## src/rtl/wdt_pkg.sv

```systemverilog
package wdt_pkg;

    localparam int DATA_W = 8;
    localparam int ADDR_W = 2;

    localparam logic [ADDR_W-1:0] A_CTRL   = 2'd0;
    localparam logic [ADDR_W-1:0] A_VECTOR = 2'd1;
    localparam logic [ADDR_W-1:0] A_SVC    = 2'd2;
    localparam logic [ADDR_W-1:0] A_STATUS = 2'd3;

    localparam logic [DATA_W-1:0] KEY_ARM  = 8'h55;
    localparam logic [DATA_W-1:0] KEY_FIRE = 8'hAA;

    localparam logic [2:0] IRQ_LEVEL_TOP = 3'd7;

    typedef enum logic {
        SVC_IDLE,
        SVC_ARMED
    } svc_state_t;

    typedef enum logic [1:0] {
        ACT_IDLE,
        ACT_IRQ,
        ACT_RST
    } act_state_t;

    typedef struct packed {
        logic       enable;
        logic       irq_mode;
        logic       presc;
        logic [1:0] tsel;
        logic [1:0] unused;
        logic       pin_sel;
    } ctrl_t;

endpackage

```

## src/rtl/wdt_timebase.sv

```systemverilog
module wdt_timebase #(
    parameter int PRESC_DIV   = 8192,
    parameter int TC_LOG2_MIN = 9,
    parameter int TC_LOG2_STP = 2,
    parameter int TSEL_W      = 2
) (
    input  logic              clk,
    input  logic              rst_n,
    input  logic              en,
    input  logic              presc,
    input  logic [TSEL_W-1:0] tsel,
    input  logic              clear,
    output logic              expire
);
    localparam int CNT_W = TC_LOG2_MIN + TC_LOG2_STP * ((1 << TSEL_W) - 1);

    logic             tick;
    logic [CNT_W-1:0] cnt;
    logic [CNT_W-1:0] term_m1;
    logic [CNT_W:0]   term;

    generate
        if (PRESC_DIV > 1) begin : g_presc
            localparam int PW = $clog2(PRESC_DIV);
            localparam logic [PW-1:0] LAST = PW'(PRESC_DIV - 1);
            logic [PW-1:0] pre_cnt;

            always_ff @(posedge clk or negedge rst_n) begin
                if (!rst_n) begin
                    pre_cnt <= '0;
                end else if (!en || clear || !presc || pre_cnt == LAST) begin
                    pre_cnt <= '0;
                end else begin
                    pre_cnt <= pre_cnt + 1'b1;
                end
            end

            assign tick = !presc || (pre_cnt == LAST);

            p_presc_hold_r4: assert property (@(posedge clk) disable iff (!rst_n)
                (en && presc && !clear && pre_cnt != LAST) |=> $stable(cnt));
        end else begin : g_nopresc
            assign tick = 1'b1;
        end
    endgenerate

    always_comb begin
        term    = (CNT_W + 1)'(1) << (TC_LOG2_MIN + TC_LOG2_STP * int'(tsel));
        term_m1 = CNT_W'(term - 1'b1);
    end

    assign expire = en && !clear && tick && (cnt == term_m1);

    always_ff @(posedge clk or negedge rst_n) begin
        if (!rst_n) begin
            cnt <= '0;
        end else if (!en || clear || expire) begin
            cnt <= '0;
        end else if (tick) begin
            cnt <= cnt + 1'b1;
        end
    end

    p_idle_when_off_r2: assert property (@(posedge clk) disable iff (!rst_n)
        !en |=> (cnt == '0));

    p_restart_r5: assert property (@(posedge clk) disable iff (!rst_n)
        clear |=> (cnt == '0));

endmodule

```

## src/rtl/wdt_service.sv

```systemverilog
module wdt_service
    import wdt_pkg::*;
(
    input  logic              clk,
    input  logic              rst_n,
    input  logic              wr_svc,
    input  logic [DATA_W-1:0] wdata,
    output logic              done
);
    svc_state_t st, st_nxt;

    always_ff @(posedge clk or negedge rst_n) begin
        if (!rst_n) begin
            st <= SVC_IDLE;
        end else begin
            st <= st_nxt;
        end
    end

    always_comb begin
        st_nxt = st;
        unique case (st)
            SVC_IDLE: begin
                if (wr_svc && wdata == KEY_ARM) st_nxt = SVC_ARMED;
            end
            SVC_ARMED: begin
                if (wr_svc && wdata == KEY_FIRE) st_nxt = SVC_IDLE;
            end
            default: st_nxt = SVC_IDLE;
        endcase
    end

    always_comb begin
        done = 1'b0;
        unique case (st)
            SVC_IDLE:  done = 1'b0;
            SVC_ARMED: done = wr_svc && (wdata == KEY_FIRE);
            default:   done = 1'b0;
        endcase
    end

    p_unarmed_fire_ignored_r7: assert property (@(posedge clk) disable iff (!rst_n)
        (st == SVC_IDLE && wr_svc && wdata == KEY_FIRE) |=> (st == SVC_IDLE));

    p_armed_kept_r6: assert property (@(posedge clk) disable iff (!rst_n)
        (st == SVC_ARMED && !(wr_svc && wdata == KEY_FIRE)) |=> (st == SVC_ARMED));

endmodule

```

## src/rtl/wdt_action.sv

```systemverilog
module wdt_action
    import wdt_pkg::*;
#(
    parameter int PULSE_LEN = 32
) (
    input  logic clk,
    input  logic rst_n,
    input  logic expire,
    input  logic irq_mode,
    input  logic pin_sel,
    input  logic svc_done,
    output logic irq,
    output logic rst_req,
    output logic rst_out,
    output logic rst_start
);
    localparam int PCW = (PULSE_LEN > 1) ? $clog2(PULSE_LEN) : 1;
    localparam logic [PCW-1:0] P_LAST = PCW'(PULSE_LEN - 1);

    act_state_t       st, st_nxt;
    logic [PCW-1:0]   pcnt;
    logic             pin_q;

    always_ff @(posedge clk or negedge rst_n) begin
        if (!rst_n) begin
            st <= ACT_IDLE;
        end else begin
            st <= st_nxt;
        end
    end

    always_comb begin
        st_nxt = st;
        unique case (st)
            ACT_IDLE: begin
                if (expire && !irq_mode)     st_nxt = ACT_RST;
                else if (expire && irq_mode) st_nxt = ACT_IRQ;
            end
            ACT_IRQ: begin
                if (expire && !irq_mode)     st_nxt = ACT_RST;
                else if (svc_done)           st_nxt = ACT_IDLE;
            end
            ACT_RST: begin
                if (pcnt == P_LAST)          st_nxt = ACT_IDLE;
            end
            default: st_nxt = ACT_IDLE;
        endcase
    end

    assign rst_start = (st_nxt == ACT_RST) && (st != ACT_RST);

    always_ff @(posedge clk or negedge rst_n) begin
        if (!rst_n) begin
            pcnt  <= '0;
            pin_q <= 1'b0;
        end else if (rst_start) begin
            pcnt  <= '0;
            pin_q <= pin_sel;
        end else if (st == ACT_RST) begin
            pcnt  <= pcnt + 1'b1;
        end
    end

    always_comb begin
        irq     = 1'b0;
        rst_req = 1'b0;
        rst_out = 1'b0;
        unique case (st)
            ACT_IDLE: ;
            ACT_IRQ:  irq = 1'b1;
            ACT_RST: begin
                rst_req = (pcnt == '0);
                rst_out = pin_q;
            end
            default: ;
        endcase
    end

    p_irq_held_r8: assert property (@(posedge clk) disable iff (!rst_n)
        (irq && !svc_done && !expire) |=> irq);

    p_rst_req_single_r9: assert property (@(posedge clk) disable iff (!rst_n)
        rst_req |=> !rst_req);

    p_rst_out_len_r10: assert property (@(posedge clk) disable iff (!rst_n)
        (rst_out && pcnt != P_LAST) |=> rst_out);

endmodule

```

## src/rtl/wdt_top.sv

```systemverilog
module wdt_top
    import wdt_pkg::*;
#(
    parameter int PRESC_DIV   = 8192,
    parameter int TC_LOG2_MIN = 9,
    parameter int TC_LOG2_STP = 2,
    parameter int PULSE_LEN   = 32
) (
    input  logic              clk,
    input  logic              rst_n,
    input  logic              bus_sel,
    input  logic              bus_wr,
    input  logic [ADDR_W-1:0] bus_addr,
    input  logic [DATA_W-1:0] bus_wdata,
    output logic [DATA_W-1:0] bus_rdata,
    output logic              wd_rst_req,
    output logic              wd_rst_out,
    output logic              wd_irq,
    output logic [2:0]        wd_irq_level,
    output logic [DATA_W-1:0] wd_irq_vec
);
    ctrl_t             ctrl;
    logic [DATA_W-1:0] vec;
    logic              wd_flag;
    logic              wr_ctrl, wr_vec, wr_svc, wr_stat;
    logic              expire, svc_done, rst_start;

    assign wr_ctrl = bus_sel && bus_wr && (bus_addr == A_CTRL);
    assign wr_vec  = bus_sel && bus_wr && (bus_addr == A_VECTOR);
    assign wr_svc  = bus_sel && bus_wr && (bus_addr == A_SVC);
    assign wr_stat = bus_sel && bus_wr && (bus_addr == A_STATUS);

    always_ff @(posedge clk or negedge rst_n) begin
        if (!rst_n) begin
            ctrl <= '0;
            vec  <= '0;
        end else begin
            if (wr_ctrl) begin
                ctrl        <= ctrl_t'(bus_wdata);
                ctrl.unused <= '0;
            end
            if (wr_vec) vec <= bus_wdata;
        end
    end

    always_ff @(posedge clk or negedge rst_n) begin
        if (!rst_n) begin
            wd_flag <= 1'b0;
        end else if (rst_start) begin
            wd_flag <= 1'b1;
        end else if (wr_stat && bus_wdata[0]) begin
            wd_flag <= 1'b0;
        end
    end

    always_comb begin
        bus_rdata = '0;
        if (bus_sel && !bus_wr) begin
            unique case (bus_addr)
                A_CTRL:   bus_rdata = DATA_W'(ctrl);
                A_VECTOR: bus_rdata = vec;
                A_SVC:    bus_rdata = '0;
                A_STATUS: bus_rdata = {{(DATA_W-1){1'b0}}, wd_flag};
                default:  bus_rdata = '0;
            endcase
        end
    end

    wdt_timebase #(
        .PRESC_DIV  (PRESC_DIV),
        .TC_LOG2_MIN(TC_LOG2_MIN),
        .TC_LOG2_STP(TC_LOG2_STP),
        .TSEL_W     (2)
    ) u_timebase (
        .clk   (clk),
        .rst_n (rst_n),
        .en    (ctrl.enable),
        .presc (ctrl.presc),
        .tsel  (ctrl.tsel),
        .clear (svc_done),
        .expire(expire)
    );

    wdt_service u_service (
        .clk   (clk),
        .rst_n (rst_n),
        .wr_svc(wr_svc),
        .wdata (bus_wdata),
        .done  (svc_done)
    );

    wdt_action #(
        .PULSE_LEN(PULSE_LEN)
    ) u_action (
        .clk      (clk),
        .rst_n    (rst_n),
        .expire   (expire),
        .irq_mode (ctrl.irq_mode),
        .pin_sel  (ctrl.pin_sel),
        .svc_done (svc_done),
        .irq      (wd_irq),
        .rst_req  (wd_rst_req),
        .rst_out  (wd_rst_out),
        .rst_start(rst_start)
    );

    assign wd_irq_level = wd_irq ? IRQ_LEVEL_TOP : 3'd0;
    assign wd_irq_vec   = vec;

    p_flag_set_r9: assert property (@(posedge clk) disable iff (!rst_n)
        wd_rst_req |-> wd_flag);

    p_ctrl_kept_r9: assert property (@(posedge clk) disable iff (!rst_n)
        (rst_start && !wr_ctrl) |=> $stable(ctrl));

    p_vec_stable_r12: assert property (@(posedge clk) disable iff (!rst_n)
        (wd_irq && !wr_vec) |=> $stable(wd_irq_vec));

    p_modes_exclusive_r8: assert property (@(posedge clk) disable iff (!rst_n)
        !(wd_irq && wd_rst_out));

endmodule

```

## config.mk

```make
export PLATFORM = sky130hd
export DESIGN_NAME = wdt_top
export DESIGN_NICKNAME = d
export VERILOG_FILES = /design/src/rtl/wdt_pkg.sv /design/src/rtl/wdt_timebase.sv /design/src/rtl/wdt_service.sv /design/src/rtl/wdt_action.sv /design/src/rtl/wdt_top.sv
export SDC_FILE = /design/constraint.sdc
export NUM_CORES = 1
export LEC_CHECK = 0
export ABC_AREA = 1
export ABC_CLOCK_PERIOD_IN_PS = 2640
export BUFFER_PORTS_ARGS = -buffer_cell sky130_fd_sc_hd__buf_2
export CAP_MARGIN = 10
export CORE_MARGIN = 4
export CORE_UTILIZATION = 40
export DETAILED_ROUTE_END_ITERATION = 8
export HOLD_SLACK_MARGIN = 0.12
export PLACE_DENSITY = 0.6
export SLEW_MARGIN = 10
export SYNTH_ARGS = -nofsm -noshare
export SYNTH_HDL_FRONTEND = slang
export SYNTH_SLANG_ARGS = --single-unit
export TNS_END_PERCENT = 1
```

## constraint.sdc

```tcl
create_clock -name clk -period 2.64 [get_ports clk]
set_input_delay 0.132 -clock clk [delete_from_list [all_inputs] [get_ports clk]]
set_output_delay 0.132 -clock clk [all_outputs]
set_load 0.02 [all_outputs]
```

Word-level counts from Yosys, hierarchy flattened
Cells that the tools add are included.
{"block": "totals", "regBits": 52, "input_bits": 14, "out_inout_bits": 22, "word_cells": 86}
{"block": "classes", "add_sub_neg": 5, "eq_ne": 12, "shift": 1, "muxes": 23, "n_bitwise": 1, "n_reduce_logical": 31}
{"operator": "$pmux 8 s4", "count": 1}
{"operator": "$shl 1x32->15 const A", "count": 1}
{"operator": "$mux 15", "count": 2}
{"operator": "$add 15x1->15 const B", "count": 1}
{"operator": "$eq 15x15->1", "count": 1}
{"operator": "$logic_and 1x1->1", "count": 15}
{"operator": "$sub 15x1->15 const B", "count": 1}
{"operator": "$add 13x1->13 const B", "count": 1}
{"operator": "$eq 13x13->1 const B", "count": 1}
{"operator": "$mux 13", "count": 1}
{"operator": "$mux 2", "count": 5}
{"operator": "$mux 5", "count": 2}
{"operator": "$eq 2x2->1 const B", "count": 4}
{"operator": "$eq 8x7->1 const B", "count": 1}
{"operator": "$eq 8x8->1 const B", "count": 1}
{"operator": "$mux 8", "count": 1}
{"operator": "$mux 1", "count": 7}
{"operator": "$pmux 2 s3", "count": 1}
{"operator": "$reduce_bool 2->1", "count": 3}
{"operator": "$add 4x3->5 const A", "count": 1}
{"operator": "$add 5x1->5 const B", "count": 1}
{"operator": "$eq 5x5->1 const B", "count": 1}
{"operator": "$logic_not 1->1", "count": 5}
{"operator": "$logic_not 5->1", "count": 1}
{"operator": "7 further kinds", "count": 14}

Logic depth before layout (Yosys ltp)
{"block": "logic_depth", "ltp_word": 15, "ltp_mapped": 15, "mapped_depth_nobuf": 14}

Cells and area by module
Synthesis repeated with hierarchy kept, for this count alone.
{"block": "unflattened", "cells_unflattened": 432, "hier_area_um2": 3139.3}
{"module": "wdt_timebase", "instances": 1, "cells_each": 248, "area_per_inst_um2": 1757.9, "seq_area_each_um2": 700.7}
{"module": "wdt_top", "instances": 1, "cells_each": 98, "area_per_inst_um2": 780.7, "seq_area_each_um2": 375.4}
{"module": "wdt_action", "instances": 1, "cells_each": 57, "area_per_inst_um2": 460.4, "seq_area_each_um2": 200.2}
{"module": "wdt_service", "instances": 1, "cells_each": 29, "area_per_inst_um2": 140.1, "seq_area_each_um2": 25.0}

Worst setup path after synthesis
Ideal clock, no wire load.
{"block": "synth_path", "path_kind": "reg2reg", "startpoint": "register ctrl[4] (netlist bit)", "endpoint": "register u_timebase.cnt[11]", "setup_ps": 119, "arrival_ps": 1744, "t_required_ps": 2521, "slack_ps": 777, "stages_incl_launch_ff": 15, "path_cell_list": "dfrtp_1 nor2_1 inv_1 ha_1 nand2_1 nand3_1 nor3_1 nand2_1 nor2_4 nand2_4 nand2_4 buf_12 nor2_2 nand2_2 o21ai_2"}
{"block": "synth_via", "elab_chain_len": 7, "elab_cells_between_ends": 8, "cone_classes": "add/sub: 2; eq/ne: 1; shift: 1; mux: 1; reduce/logical: 3"}
{"item": "from (decl)", "line_no": "wdt_top.sv:22", "rtl": "ctrl_t ctrl;"}
{"item": "from (signal assigned)", "line_no": "wdt_top.sv:39", "rtl": "ctrl <= ctrl_t'(bus_wdata);"}
{"item": "$add 4x3->5 (*)", "line_no": "wdt_timebase.sv:48", "rtl": "term = (CNT_W + 1)'(1) << (TC_LOG2_MIN + TC_LOG2_STP * int'(tsel));"}
{"item": "$shl 1x32->15 (*)", "line_no": "wdt_timebase.sv:48"}
{"item": "$sub 15x1->15 (*)", "line_no": "wdt_timebase.sv:49", "rtl": "term_m1 = CNT_W'(term - 1'b1);"}
{"item": "$eq 15x15->1 (*)", "line_no": "wdt_timebase.sv:52", "rtl": "assign expire = en && !clear && tick && (cnt == term_m1);"}
{"item": "$logic_and 1x1->1 (*)", "line_no": "wdt_timebase.sv:52"}
{"item": "$logic_or 1x1->1 (*)", "line_no": "wdt_timebase.sv:57", "rtl": "end else if (!en || clear || expire) begin"}
{"item": "$mux 15 / $reduce_bool 2->1 (equally long branches)"}
{"item": "to (signal assigned)", "line_no": "wdt_timebase.sv:60", "rtl": "cnt <= cnt + 1'b1;"}
{"item": "to (decl)", "line_no": "wdt_timebase.sv:18", "rtl": "logic [CNT_W-1:0] cnt;"}
Every way passes the cells marked *; elsewhere a longest branch is shown, timed or not.
A chain may end at the register's enable or synchronous reset.

Worst setup path after layout
{"block": "layout_path", "startpoint": "register ctrl[4] (netlist bit)", "endpoint": "register u_action.pcnt[3]"}
{"block": "layout_via", "elab_chain_len": 12, "elab_cells_between_ends": 15, "cone_classes": "add/sub: 2; eq/ne: 2; shift: 1; mux: 5; reduce/logical: 5"}
{"item": "$add 4x3->5 (*)", "line_no": "wdt_timebase.sv:48"}
{"item": "$shl 1x32->15 (*)", "line_no": "wdt_timebase.sv:48"}
{"item": "$sub 15x1->15 (*)", "line_no": "wdt_timebase.sv:49"}
{"item": "$eq 15x15->1 (*)", "line_no": "wdt_timebase.sv:52"}
{"item": "$logic_and 1x1->1 (*)", "line_no": "wdt_timebase.sv:52"}
{"item": "$logic_and 1x1->1", "line_no": "wdt_action.sv:37", "rtl": "else if (expire && irq_mode) st_nxt = ACT_IRQ;"}
{"item": "$mux 2", "line_no": "wdt_action.sv:37"}
{"item": "$mux 2", "line_no": "wdt_action.sv:36", "rtl": "if (expire && !irq_mode) st_nxt = ACT_RST;"}
{"item": "$pmux 2 s3 (*)", "line_no": "wdt_action.sv:34", "rtl": "unique case (st)"}
{"item": "$eq 2x2->1 (*)", "line_no": "wdt_action.sv:50", "rtl": "assign rst_start = (st_nxt == ACT_RST) && (st != ACT_RST);"}
{"item": "$logic_and 1x1->1 (*)", "line_no": "wdt_action.sv:50"}
{"item": "$mux 5 / $reduce_bool 2->1 (equally long branches)"}
{"item": "to (signal assigned)", "line_no": "wdt_action.sv:60", "rtl": "pcnt <= pcnt + 1'b1;"}
{"item": "to (decl)", "line_no": "wdt_action.sv:21", "rtl": "logic [PCW-1:0] pcnt;"}
Marked as above.

==> results by stage <==
Route:
- Wires add up to 6.27 mm.
- After detailed routing, the met2 layer carries 2.89 mm of wire.
- The count of nets left with antenna violations once routing finished came out at 0.
- The first TritonRoute pass finished after 4 iterations.
- After detailed routing, the average wire length per cell comes to 12.1 um.
- The routed length on met3 is 272 um.
- The detailed router finished its first iteration with 99 violations.
- The top layer reached by signal wires is met4.
- After detailed routing, the number of remaining DRC violations is 0.
- The met1 layer wirelength in the final routing is 3.00 mm.
- The final route contains 2499 vias.
- Using the TritonRoute via totals, the vias-per-cell ratio works out to 4.81.

Run status:
- The run finished with clean final reports.

Worst setup path:
- Data on the critical path arrives at its endpoint at 2280 ps.
- The required time reported for the critical path endpoint is 2840 ps.
- The signal on the critical path passes through nor2_1 > inv_1 > ha_1 > nand2_1 > nand3_1 > nor3_1 > nand2_1 > nor2_4 > nand4_2 > nand3_1 > o21ai_0.
- The stage delay of the slowest cell on the critical path is 440 ps.
- The worst setup path is launched from a flip-flop.
- The critical path's slowest cell is sky130_fd_sc_hd__dfrtp_1.
- In this run the worst path has a maximum fanout of 9.
- The worst setup path is of the flip-flop to flip-flop kind.
- The kind of capture point of the worst setup path is a flip-flop.

Clock tree:
- The source-to-sink clock delay at the later pin of the worst-skew pair is 320 ps.
- The number of clock buffers added by TritonCTS is 5.
- The clock passes through at most 2 buffers.
- The tree is rooted in a sky130_fd_sc_hd__clkbuf_8.
- The clock input transition at the sequential cells of the worst setup and hold paths is 100 ps.
- The post-cts repair resize count is 0.
- The CTS tree is done.
- The H-tree generated during clock tree synthesis spans 2 levels.
- The clock sink total is 52.

Place:
- Including well taps, the total number of placed cells is 507.
- Routability-driven placement finished with a final weighted congestion of 0.844.
- The count of buffers from port buffering is 35.
- Detailed placement ended at an HPWL of 4.66 mm.
- The placed instances occupy a cell area of 3190 um2.

Global route:
- Global routing used 16.0% of the available tracks across all layers.
- The number of global-route vias before repair is 2453.
- The first global-routing pass estimated 11.2 mm of wire.
- Entering global routing, the biggest net connects 53 pins.
- The number of antenna violations at the first check in global routing came to 0.
- The remaining global-route overflow is 0.

STA:
- The setup-violating endpoint count in the final report is 0.
- Across the routed clock network, the largest skew measured is 13.5 ps.
- For the pin with the worst max-slew slack, the measured transition is 674 ps.
- The total negative slack for setup checks is 0 ps.
- The final max-slew violation count is 0.
- Setup repair after global routing left no endpoint under its margin.
- The minimum period implied by the final worst setup slack is 2090 ps.
- The maximum clock rate is 479 MHz.
- The final critical-path share of the clock period is 79.0%.
- The total count of hold-check failures in the final report is 0.
- The worst relative slew slack is 55.0%.

Final layout:
- The finished cells cover 3380 um2.
- The library cells used most frequently in the layout, excluding fill and tap cells, are sky130_fd_sc_hd__nand2_1, sky130_fd_sc_hd__dfrtp_1, sky130_fd_sc_hd__inv_1.
- Relative to the synthesized area, the layout overhead comes to 14.8%.
- The fraction of final layout cells with drive strength greater than 1 is 16.9%.
- The number of standard cells in the layout, taps in and fillers out is 520.
- The net count of the finished layout is 440.
- Leaving out fill and tap cells, the most frequent cell in the layout is sky130_fd_sc_hd__nand2_1.
- The number of antenna diodes in the final layout is 0.

Yosys:
- A synthesized cell averages 7.74 um2.
- The synthesis warning total is 0.
- When the netlist entered floorplanning its net count stood at 400.
- After technology mapping, the gate count stands at 380.
- The synthesized flop and latch total is 52.
- Summing every instance area after synthesis gives 2940 um2.
- Yosys mapped the design onto 32 distinct sky130hd cell types.
- The sequential-to-total area share from yosys stat is 44.2%.

Worst hold path:
- The min-delay analysis places its worst path in the category input port to flip-flop.

Die:
- The die covers 8790 um2.
- 36 I/O pins were placed.
- The vertical die dimension is 93.8 um.
- The initial utilization of the core area, before any placement, comes to 40.8%.
- The core footprint is 7210 um2.
- The floorplan has 31 rows.
- The horizontal extent of the die is 93.8 um.

Pwr:
- The net switching power is 529 uW.
- The part of the total power dissipated in sequential elements is 48.5%.
- The switching power share of the total is 28.6%.
- Combinational logic is responsible for 15.5% of the overall power.
- The total power after layout is 1850 uW.
- Across the VDD grid, the largest voltage drop is 0.000249 V.
- Summed over all cells, the static leakage comes to 0.00161 uW.
- The power per standard cell area is 548 nW/um2.
- Internal power comes to 1320 uW.
- The clock network power share is 36.0%.

Job:
- Max-cap violations in this run came to 0.
final timing paths:
check	startpoint	end	slack [ps]	depth (start not counted)
setup reg to reg	ctrl[4]$_DFFE_PN0P_	u_action.pcnt[3]$_DFFE_PN0P_	550	11
hold / removal	bus_wdata[5]	ctrl[5]$_DFFE_PN0P_	130	3
setup / recovery	ctrl[4]$_DFFE_PN0P_	u_action.pcnt[3]$_DFFE_PN0P_	550	11
min in group asynchronous	rst_n	u_timebase.g_presc.pre_cnt[6]$_DFF_PN0_	460	3
max in group asynchronous	rst_n	u_action.pcnt[3]$_DFFE_PN0P_	1720	3
hold reg to reg	u_timebase.g_presc.pre_cnt[0]$_DFF_PN0_	u_timebase.g_presc.pre_cnt[0]$_DFF_PN0_	470	1
power by group through the flow:
stage / Clock (uW) / Combinational (uW) / Sequential, uW
finish: 665 / 287 / 898
global route: 715 / 330 / 908
CTS: 681 / 291 / 897
detailed placement: 0 / 286 / 913
global placement: 0 / 281 / 911
floorplan: 0 / 174 / 931
Yosys cell counts (all sizes together):
master / count / area, um2
o21a: 2 / 15.0
o21ai: 29 / 160
ha: 6 / 75.1
nand3: 22 / 110
nand4: 12 / 81.3
dfrtp: 52 / 1300
nor3b: 1 / 7.51
clkbuf: 2 / 7.51
nand3b: 1 / 7.51
a31oi: 1 / 6.26
xor2: 12 / 105
xnor2: 1 / 8.76
nor3: 17 / 96.4
buf: 7 / 60.1
inv: 51 / 194
nor2: 51 / 221
o311ai: 1 / 8.76
a21oi: 11 / 55.1
mux2: 1 / 11.3
nor4: 2 / 12.5
nand2: 98 / 398
registers in the layout (all words and copies together) (netlist names):
signal / flops
u_timebase.cnt: 15
u_timebase.g_presc.pre_cnt: 13
wd_irq_vec: 8
ctrl: 6
u_action.pcnt: 5
u_action.st: 2
u_action.pin_q: 1
u_service.st: 1
wd_flag: 1
cell families after synthesis:
logic type,synth area share (%)
mux,0.383
xor+xnor,3.87
buf+inv,8.89
compound gates,8.33
flops,44.2
simple gates,31.8
fa+ha+maj,2.55
layer usage:
metal,vias to the layer above,global-route usage (%)
met5,-,0
met4,0,6.38
met3,7,2.72
met2,51,25.9
met1,1146,21.1
li1,1295,-
area by class of cell:
cell class / instances / area [um2]
Clock inverter: 3 / 68.8
Inverter: 51 / 194
Fill cell: 751 / 3840
Sequential cell: 52 / 1300
Multi-Input combinational cell: 268 / 1380
Timing Repair Buffer: 42 / 240
Tap cell: 99 / 124
Clock buffer: 5 / 68.8
per-stage QoR:
| stage | worst slack, ps | hold slack, ps | util [%] |
|---|---|---|---|
| 2_1_floorplan | 777 | -164 | - |
| 3_3_place_gp | 666 | 305 | 44.2 |
| 3_5_place_dp | 570 | 304 | 44.2 |
| 4_1_cts | 549 | 124 | 46.8 |
| 5_1_grt | 401 | 161 | 46.8 |
| 6_report | 553 | 131 | 46.8 |
critical path: cells and delay by family, from the launching register on:
family                     cells  cell delay (ps)
adders and majority gates      1              300
and+or+nand+nor                8             1070
buffers and inverters          1               60
DFF                            1              440
AOI/OAI and AO/OA              1               80
timing repair:
item / CTS / global route
endpoints found under the hold margin: 57 / 0
buffers inserted: 0 / 0
endpoints found under the setup margin: 0 / 0
hold buffers: 5 / 0
Power figures use the tool's default switching activity.
